### src/rtl/addr_region_dec.sv
module addr_region_dec #(
  parameter int AW        = 32,
  parameter int SELW      = 4,
  parameter int ROM_BASE  = 0,
  parameter int ROM_BYTES = 256,
  parameter int IO_BYTES  = 12
) (
  input  logic            clk,
  input  logic            rst_n,
  input  logic            cfg_valid,
  input  logic [SELW-1:0] cfg_sel,
  input  logic [AW-1:0]   cfg_a,
  input  logic [AW-1:0]   cfg_b,
  output logic            sp_load,
  output logic [AW-1:0]   sp_value,
  output logic [AW-1:0]   stack_base,
  output logic            cfg_err,
  input  logic            acc_valid,
  input  logic            acc_store,
  input  logic [AW-1:0]   acc_addr,
  output logic [1:0]      region,
  output logic [AW-1:0]   offset,
  output logic            ram_we,
  output logic            io_we,
  output logic            fault_valid,
  output logic [1:0]      fault_code
);

  localparam logic [1:0] RG_NONE = 2'b00, RG_ROM = 2'b01, RG_RAM = 2'b10, RG_IO = 2'b11;
  localparam logic [1:0] FC_NONE = 2'b00, FC_WP = 2'b01, FC_UNMAP = 2'b10;
  localparam logic [AW:0]   ROM_LO  = (AW+1)'(ROM_BASE);
  localparam logic [AW:0]   ROM_END = ROM_LO + (AW+1)'(ROM_BYTES);
  localparam logic [AW-1:0] ROM_B   = AW'(ROM_BASE);

  logic [AW-1:0] ram_base_q, ram_size_q, io_base_q, stack_q;
  logic          io_on_q;

  wire sel_ram   = cfg_valid && (cfg_sel == SELW'(0));
  wire sel_stack = cfg_valid && (cfg_sel == SELW'(1));
  wire sel_io    = cfg_valid && (cfg_sel == SELW'(2));

  always_ff @(posedge clk) begin
    if (!rst_n) begin
      ram_base_q <= '0;
      ram_size_q <= '0;
      io_base_q  <= '0;
      io_on_q    <= 1'b0;
      stack_q    <= '0;
    end else begin
      if (sel_ram) begin
        ram_base_q <= cfg_a;
        ram_size_q <= cfg_b;
      end
      if (sel_stack) stack_q <= cfg_a;
      if (sel_io) begin
        io_base_q <= cfg_a;
        io_on_q   <= 1'b1;
      end
    end
  end

  assign sp_load    = sel_stack;
  assign sp_value   = cfg_a;
  assign stack_base = stack_q;
  assign cfg_err    = cfg_valid && (cfg_sel > SELW'(2));

  wire [AW:0] addr_x  = {1'b0, acc_addr};
  wire [AW:0] ram_lo  = {1'b0, ram_base_q};
  wire [AW:0] ram_end = ram_lo + {1'b0, ram_size_q};
  wire [AW:0] io_lo   = {1'b0, io_base_q};
  wire [AW:0] io_end  = io_lo + (AW+1)'(IO_BYTES);

  wire in_rom = (addr_x >= ROM_LO) && (addr_x < ROM_END);
  wire in_ram = (addr_x >= ram_lo) && (addr_x < ram_end);
  wire in_io  = io_on_q && (addr_x >= io_lo) && (addr_x < io_end);

  always_comb begin
    region = RG_NONE;
    offset = '0;
    if (in_rom) begin
      region = RG_ROM;
      offset = acc_addr - ROM_B;
    end else if (in_ram) begin
      region = RG_RAM;
      offset = acc_addr - ram_base_q;
    end else if (in_io) begin
      region = RG_IO;
      offset = acc_addr - io_base_q;
    end
  end

  always_comb begin
    fault_code = FC_NONE;
    if (acc_valid) begin
      if (region == RG_NONE)                  fault_code = FC_UNMAP;
      else if (region == RG_ROM && acc_store) fault_code = FC_WP;
    end
  end

  assign fault_valid = fault_code != FC_NONE;
  assign ram_we      = acc_valid && acc_store && (region == RG_RAM);
  assign io_we       = acc_valid && acc_store && (region == RG_IO);


  rom_store_wp_chk: assert property (@(posedge clk) disable iff (!rst_n)
    (acc_valid && acc_store && addr_x >= ROM_LO && addr_x < ROM_END)
      |-> (fault_valid && fault_code == FC_WP && !ram_we && !io_we));


  one_action_chk: assert property (@(posedge clk) disable iff (!rst_n)
    $onehot0({ram_we, io_we, fault_valid}));


  io_offset_chk: assert property (@(posedge clk) disable iff (!rst_n)
    (region == RG_IO) |-> (offset < AW'(IO_BYTES)));


  bad_cfg_hold_chk: assert property (@(posedge clk) disable iff (!rst_n)
    cfg_err |=> ($stable(ram_base_q) && $stable(ram_size_q) && $stable(io_base_q)
                 && $stable(io_on_q) && $stable(stack_q)));


  stack_load_chk: assert property (@(posedge clk) disable iff (!rst_n)
    sp_load |=> (stack_base == $past(cfg_a)));

endmodule

### config.mk
export PLATFORM = sky130hd
export DESIGN_NAME = addr_region_dec
export DESIGN_NICKNAME = d
export VERILOG_FILES = /design/src/rtl/addr_region_dec.sv
export SDC_FILE = /design/constraint.sdc
export NUM_CORES = 1
export LEC_CHECK = 0
export CAP_MARGIN = 10
export CORE_MARGIN = 2
export CORE_UTILIZATION = 49
export CTS_CLUSTER_DIAMETER = 200
export DETAILED_ROUTE_END_ITERATION = 12
export DONT_BUFFER_PORTS = 1
export RECOVER_POWER = 25
export SLEW_MARGIN = 10
export SYNTH_ARGS = -nofsm -noshare
export SYNTH_HDL_FRONTEND = slang
export SYNTH_SLANG_ARGS = --single-unit
### constraint.sdc
create_clock -name clk -period 7.9 [get_ports clk]
set_input_delay 1.58 -clock clk [delete_from_list [all_inputs] [get_ports clk]]
set_output_delay 1.58 -clock clk [all_outputs]
set_load 0.01 [all_outputs]
==> impl_summary.md <==
Layout
0 antenna diodes ended up in the layout. The post-layout instance count excluding filler cells is between 1,500 and 2,000. The final net count is about 1,900. Cells with a size suffix above 1 make up 4.54% of the layout. The share of the core filled with cells is 52.2%. The area growth from synthesis to layout is 4.52%.

Status
The run finished, with violations left. The checks that failed: capacitance limit, slew limit.

Yosys
The synthesized netlist cell count is 1,682. The number of library cell types mapped by synthesis is 82. The number of nets handed over by synthesis was 1,948. The fraction of synthesis flops using an asynchronous set or reset pin is 0%. By area the synthesized netlist is led by dfxtp_1, ha_1, nand2_1. The share of the Yosys chip area taken by registers is 20.5%. The post-synthesis average cell area is 7.47 µm².

For this run, the number of Yosys warnings is 0. Synthesis inferred 129 register bits. The most instantiated flip-flop cell in the synthesis netlist is dfxtp_1. After synthesis, the largest area contributor takes up 20.5% of total cell area. The cell area after technology mapping is 12,600 µm². Ranked by instance count, the synthesized netlist is headed by nand2_1, ha_1, a21boi_0. Yosys mapped a number of flops with a built-in enable equal to 0.

The cell accounting for the most synthesized area is dfxtp_1. nand2_1 is the most common cell in the netlist.

STA
The final hold slack is 0.469 ns. Setup repair after global routing left no endpoint under its margin. The final cycle utilization of the critical path is between 90% and 100%.

The headroom to the max-slew limit is -19.0%. For the pin with the worst max-slew slack, the measured transition is ~1.8 ns. The highest achievable clock rate is approximately 130 MHz. The smallest clock period supported by the final layout is computed as 7.49 ns. The count of final setup violators is 0. The final-report max-slew violation count was 34. The clock skew is 0 ns. Setup total negative slack on the finished layout was measured at 0 ns. The number of failing hold endpoints at the final stage was 0.

Drt
The per-cell routed wire length is roughly 20 µm. The DRC violation total after the first TritonRoute iteration is 705. The number of nets with antenna violations after detailed routing is 0. The post-detailed-route DRC marker count is 0. The detailed router placed 11,600 vias in this run. The average via count per standard cell is 5.93. Wires add up to 38.5 mm. The first TritonRoute pass finished after 5 iterations.

Clock tree
The hold buffer count at cts is 0. The clock tree from TritonCTS is yes. The CTS sink count is 129.

TritonCTS created 17 clock buffers. The clock reaches the later pin of the worst-skew pair after approximately 0.42 ns. The number of H-tree levels is 4. The buffer type at the clock tree root is clkbuf_16. After clock tree synthesis, the clock-pin slew on the worst setup and hold paths is roughly 0.06 ns. The maximum root-to-sink buffer count is 2.

Global route
The first global-routing pass estimated 59.5 mm of wire. Entering global routing, the biggest net connects 130 pins. Global routing finished with a remaining overflow of 0. The via count of the first global-routing pass came to 10,900.

The initial antenna violation count is 0. The combined global-route utilization of all metal layers is approximately 28%.

Critical path
The critical path goes through ha_1 -> fa_1 -> a211oi_1 -> nor3_1 -> o31ai_1 -> o211a_1 -> o211ai_2 -> a31oi_1 -> a21oi_1 -> a21o_1 -> a21oi_1 -> xor2_1 -> ha_1 -> a21o_1 -> a21oi_1 -> nand3_1 -> a211oi_1 -> o21ai_0 -> nand3_1 -> and2_2 -> buf_4 -> nand3b_1 -> a21oi_1. The type of the worst setup path is register to output port. The data arrival at the endpoint of the critical path is 5.91 ns. The number of buffers and inverters on the critical path is 1.

The highest fanout seen on the critical path is 16. The endpoint kind of the worst setup timing path is an output port. STA puts the critical path data required time at approximately 6.3 ns. The cell with the biggest individual delay on the critical path is o31ai_1. The cell family with the largest share of critical-path delay is compound AO/OA/AOI/OAI gates. On the worst path, the slowest cell contributes a delay of 0.47 ns. In this run the critical register-to-register path is captured at io_base_q[4]. Setup slack on the worst reg-to-reg path comes out at 7.06 ns. The type of element launching the critical path is a register. Counting stages on the worst path, the most repeated cell is a21oi_1.

The depth of the worst register-to-register path is 2. The startpoint identified for the worst register-to-register timing path is io_base_q[4].

Pwr
The static power due to leakage is 5.02 nW. The completed layout was analyzed and its total power is 1.78 mW. The maximum VDD drop is 144 µV.

For this design the ratio of total power to cell area is 136 nW/µm².

Hold path
The min-delay analysis places its worst path in the category register to register. The worst min-delay path endpoint is ram_size_q[0]. The instance count along the most critical hold path is 2. The worst min-delay path startpoint is ram_size_q[0].

Die
The initial cell density of the core is between 40% and 50%. The die is 164 µm wide. The number of placement rows is between 50 and 60. In this run the count of I/O pins placed on the die edge is 210. The core region is 25,200 µm². The floorplan step defined a die boundary enclosing approximately 27,000 µm².

The floorplan die height is around 160 µm.

Placed design
The final weighted congestion in routability-driven placement is around 0.96. The number of I/O port buffers is 0. The HPWL after detailed placement is slightly above 30 mm. In this run, placement finished with an instance count of 1,928.

Flow run
Across the run, the number of max-cap violations was 1.
-- stage by stage --
step / cell area, µm² / setup WS (ns)
after floorplan: 12600 / 1.81
after global placement: 12600 / 0.752
after detailed placement: 12600 / 0.623
after CTS: 13100 / 0.153
after global routing: 13100 / 0.0268
final: 13100 / 0.406
-- final cells by class --
cell class              instances  area (µm²)
clock buffers                  20         437
clock inverters                12         134
fillers                      2476       12000
inverters                      99         372
multi-input cells            1360        9130
flip-flops and latches        129        2580
well taps                     330         413
repair buffers                 10        71.3
-- how the worst max path moves through the flow --
stage	endpoint	slack, ns	cells past startpoint	start
after detailed placement	offset[19]	0.62	23	ram_base_q[0]
after global routing	offset[19]	0.03	23	ram_base_q[0]
after global placement	offset[19]	0.75	23	ram_base_q[0]
final	offset[19]	0.41	23	ram_base_q[0]
after CTS	offset[19]	0.15	23	ram_base_q[0]
after floorplan	offset[20]	1.81	24	ram_base_q[0]
-- layout by cell type, fill, tap and decap left out, types with 6 or more instances in the layout --
cell type	n
a21boi_0	134
a211oi_1	11
a22oi_1	14
a21o_1	64
dfxtp_1	129
and3_1	14
o21ai_0	55
nor4_1	12
nand2_1	330
nand2b_1	13
nand3_1	44
xor2_1	29
o211ai_1	8
a221oi_1	7
inv_1	99
nand4_1	22
xnor2_1	79
or2_2	8
nor3_1	26
clkbuf_16	17
o31ai_1	6
o21a_1	13
a31oi_1	12
a21oi_1	101
nor2_1	77
o21bai_1	14
ha_1	158
buf_4	9
nor2b_1	9
-- sequential cells by signal (all words and copies together) (netlist names) --
| register | count |
|---|---|
| io_base_q | 32 |
| io_on_q | 1 |
| ram_base_q | 32 |
| ram_size_q | 32 |
| stack_base | 32 |
-- kinds of logic (layout without fill, tap and decap cells) --
kind of cell    Yosys count  after routing  synth area share [%]
fa+ha+maj               161            161                  16.2
buf+inv                 193            141                  6.93
simple gates            592            592                  21.1
flops                   129            129                  20.5
xor+xnor                108            108                  7.53
compound gates          498            498                  27.6
mux                       1              1                0.0796
-- layer usage --
metal	GRT usage, %	share of wire, %	up-vias
met5	0	0	-
met4	5.06	0.96	0
met3	6.41	8.4	23
met2	41.9	41	404
met1	41.9	50	5379
li1	-	-	5810
-- power breakdown --
part           total [mW]  leakage (nW)  switching [mW]  internal (mW)
clock               0.768         0.275           0.302          0.466
sequential          0.668          1.04         0.00860          0.659
combinational       0.348          3.70           0.202          0.146
total                1.78          5.02           0.513           1.27
-- worst reg2reg max path: stages, from the launching register on --
cell and delay [ns]:
dfxtp_1 0.50, nand2_1 0.08, a21boi_0 0.18
-- timing repair --
action                                  in CTS  in global routing
buffers inserted                             0                  0
endpoints found under the setup margin       0                 34
resized for setup                            0                  2
Note: power is estimated with default switching activity, not from simulation.
